### src/rtl/vtap_shreg.sv
`timescale 1ns/1ps
module vtap_shreg #(
  parameter int DEPTH = 16,
  parameter bit EDGE_RISE = 1'b1,
  parameter int EN_MODE = 1,
  parameter logic [DEPTH-1:0] INIT_BITS = {DEPTH{1'bx}},
  localparam int SELW = $clog2(DEPTH),
  localparam int IDXW = SELW + 1
) (
  input  logic            clk,
  input  logic            en,
  input  logic            din,
  input  logic [SELW-1:0] tap,
  output logic            dout
);

  logic [DEPTH-1:0] stages = INIT_BITS;
  logic             armed = 1'b0;
  logic             shift_ok;
  logic             in_range;

  assign shift_ok = (EN_MODE == 2) ? 1'b1 : ((EN_MODE == 1) ? en : ~en);
  assign in_range = {1'b0, tap} < IDXW'(DEPTH);
  assign dout     = in_range ? stages[tap] : 1'bx;

  if (EDGE_RISE) begin : g_rise
    always_ff @(posedge clk) begin
      armed <= 1'b1;
      if (shift_ok) stages <= {stages[DEPTH-2:0], din};
    end
  end else begin : g_fall
    always_ff @(negedge clk) begin
      armed <= 1'b1;
      if (shift_ok) stages <= {stages[DEPTH-2:0], din};
    end
  end

  logic aclk;
  assign aclk = EDGE_RISE ? clk : ~clk;

  AST_NEWEST_BIT: assert property (@(posedge aclk) disable iff (!armed)
    $past(shift_ok) |-> stages[0] == $past(din)) else $error("stage 0 missed din");

  AST_CHAIN_MOVE: assert property (@(posedge aclk) disable iff (!armed)
    $past(shift_ok) |-> stages[DEPTH-1:1] == $past(stages[DEPTH-2:0])) else $error("chain did not advance");

  AST_HOLD_IDLE: assert property (@(posedge aclk) disable iff (!armed)
    !$past(shift_ok) |-> $stable(stages)) else $error("stages moved while idle");

  AST_TAP0_DELAY: assert property (@(posedge aclk) disable iff (!armed)
    ($past(shift_ok) && tap == '0) |-> dout == $past(din)) else $error("tap 0 delay wrong");

  AST_FREE_RUN: assert property (@(posedge aclk) disable iff (!armed)
    (EN_MODE == 2) |-> stages[0] == $past(din)) else $error("free-running mode held");

endmodule

### config.mk
export PLATFORM = sky130hd
export DESIGN_NAME = vtap_shreg
export DESIGN_NICKNAME = d
export VERILOG_FILES = /design/src/rtl/vtap_shreg.sv
export SDC_FILE = /design/constraint.sdc
export NUM_CORES = 1
export LEC_CHECK = 0
export ABC_AREA = 0
export CAP_MARGIN = 20
export CORE_AREA = 4 4 41 43
export DETAILED_ROUTE_END_ITERATION = 10
export DIE_AREA = 0 0 45 47
export GPL_TIMING_DRIVEN = 0
export PLACE_DENSITY_LB_ADDON = 0.05
export SLEW_MARGIN = 20
export SYNTH_ARGS = -nofsm -noshare
export SYNTH_HDL_FRONTEND = slang
export SYNTH_SLANG_ARGS = --single-unit
### constraint.sdc
create_clock -name clk -period 1.5 [get_ports clk]
set_input_delay 0.3 -clock clk [delete_from_list [all_inputs] [get_ports clk]]
set_output_delay 0.3 -clock clk [all_outputs]
set_load 0.005 [all_outputs]
==> summary.txt <==
Outcome
  – Status: finished with violations
  – Failing checks: negative setup slack

Synthesis
  – Cell count after synthesis: 23
  – Synth top area share: 0.780
  – Post-synthesis mux area share: 0.220
  – Compound-Gate Fraction of Synth Area: 0
  – #FFs+latches synth: 16
  – Largest family of logic cells by synthesized area: multiplexers
  – Post-synthesis xor/xnor area fraction: 0
  – Synth warnings: 0
  – Sequential share of the synthesized area: 0.780
  – Post-Syn Area: 616 um^2
  – Synth Area per Inst: about 27 um^2
  – Distinct cells, synth: 3
  – Syn_nets: 30
  – Cell accounting for the most synthesized area: edfxtp_1
  – Adder and majority gate portion of the synthesized area: 0
  – Synth top area cells: edfxtp_1 78%, mux4_1 17%, mux2i_1 4.9%
  – Simple-gate area share of the yosys netlist: 0

Placement
  – Dpl ws: -0.945 ns
  – PortBufs: 7
  – RD Place Congestion: 0.696

Die
  – Die area: ~2100 um^2
  – Row count: 13
  – Core box area: 1300 um^2
  – Num ports: 8
  – Initial core utilization: 0.473
  – Die H: around 47 um
  – Chip Width: ~45 um

Power
  – P per Cell Area: 1090 nW/um^2
  – Leak: about 0.00026 uW
  – Maximum VDD drop: 660 uV

Job
  – MaxCap Viol Count: 0

Min path
  – WHS Path Cells: 0
  – Worst hold path startpoint: stages[10]
  – Worst Hold Class: reg -> reg

Finish
  – N_diodes: 0
  – Layout cells sized above 1: 0.342
  – P&R area growth vs syn: 20.3%
  – Max reg flops: 16
  – Nets: 46
  – Top reg by flops: stages
  – Largest regs: stages x16

STA
  – Final hold viol count: 0
  – Min Tclk post-route: approximately 1.8 ns
  – Max Fclk: between 0.5 and 0.6 GHz
  – WHS: approximately 0.46 ns
  – Unrepaired setup endpoints after global routing: yes
  – Max Slew Vio Count: 0
  – Final setup viols: 1
  – Setup WS post-layout: -0.303 ns
  – Tcrit/Tclk final: 1.20
  – Slew headroom: 0.565
  – Setup_tns: -0.303 ns
  – Final setup skew: between 0.003 and 0.004 ns
  – Least-Margin Pin Slew: 0.650 ns

Setup path
  – Worst Reg-to-Reg Cells: 1
  – CP startpoint: stages[8]
  – Crit path buffers/inverters: 1
  – Worst EP arrival: 1.50 ns
  – Req. time, crit path: 1.20 ns
  – CP most frequent cell: mux2i_1
  – CP Capture Type: output pin
  – FF-to-FF setup slack: ~0.7 ns
  – CP cell instances: mux4_2 > mux2i_1 > mux2i_1 > buf_2
  – Cell family with most CP delay: multiplexers
  – Crit-path max FO: 2
  – Slowest CP cell: mux4_2
  – Critical path depth: 4
  – R2R Path Start: stages[8]
  – Crit path kind: reg -> out
  – Setup crit start kind: flip-flop
  – Max stage delay on crit path: ~0.48 ns

Global routing
  – Vias in the first global route: 297
  – Initial antenna violation count: 0
  – Largest net degree at the start of global routing: 17
  – Total congestion overflow: 0
  – First-pass GRT wire length: 1250 um
  – Total track usage: 0.0868

Clock network
  – CTS tree: built
  – # clock sinks: 16
  – Clock Path Buffers: 2
  – Htree depth: 1
  – Worst-Skew Late Latency: 0.27 ns
  – Total CTS buffers: 3
  – CTS clock-pin slew for the worst setup and hold paths: about 0.080 ns
  – Cts-stage hold buffer count: 0
  – Root Driver: clkbuf_4

Route
  – 1st-pass router iterations: 3
  – Via count: between 200 and 300
  – Final ANT Viol Nets: 0
  – Drt total wl: 795 um
  – Via/cell ratio: 5.11
  – Post-route DRC: 0
  – Routed WL per cell: 15.0 um
  – Initial DRC count: 4
==> per-layer routing <==
metal | share of wire | GRT usage | vias up
met5 | 0 | 0 | -
met4 | 0 | 0.0526 | 0
met3 | 0.073 | 0.0230 | 0
met2 | 0.44 | 0.130 | 8
met1 | 0.49 | 0.114 | 131
li1 | - | - | 132
==> per-stage QoR <==
step           power, uW   util  instances  area (um^2)
3_3_place_gp         605  0.541         45          704
2_1_floorplan        564      -         23          616
6_report             810  0.569         53          741
5_1_grt              852  0.569         53          741
4_1_cts              821  0.569         53          741
3_5_place_dp         607  0.541         45          704
==> final timing paths <==
path | endpoint
worst min-delay path | stages[11]
worst max-delay path | dout
worst min register to register | stages[11]
worst max register to register | stages[9]
==> cell type report <==
| class | instances | area, um^2 |
|---|---|---|
| clock buffer | 3 | 22.5 |
| tap | 15 | 18.8 |
| timing repair buffer | 11 | 95.1 |
| clock inverter | 1 | 3.75 |
| multi-input combinational | 7 | 120 |
| sequential | 16 | 480 |
| fill | 119 | 561 |
==> cell usage in the layout (no fill, tap or decap), drive strengths merged <==
master	Yosys	final
clkdlybuf4s50	0	4
clkdlybuf4s15	0	1
clkbuf	0	3
edfxtp	16	16
clkinv	0	1
mux4	4	4
mux2i	3	3
dlygate4sd2	0	1
buf	0	5
==> cell usage after synthesis (all sizes together) <==
library cell / instances
mux4: 4
edfxtp: 16
mux2i: 3
==> timing repair <==
action	4_1_cts	5_1_grt
setup buffers	4	0
gates resized for setup	12	0
setup endpoints to repair	1	1
hold endpoints to repair	0	0
==> where the power goes <==
group          switching, uW  internal (uW)
registers               12.2            522
logic                   24.0           44.1
clock network            111           96.2
total                    147            663
==> kinds of logic after synthesis <==
| kind of cell | after synthesis |
|---|---|
| flip-flops | 16 |
| multiplexers | 7 |
Power figures use the tool's default switching activity.
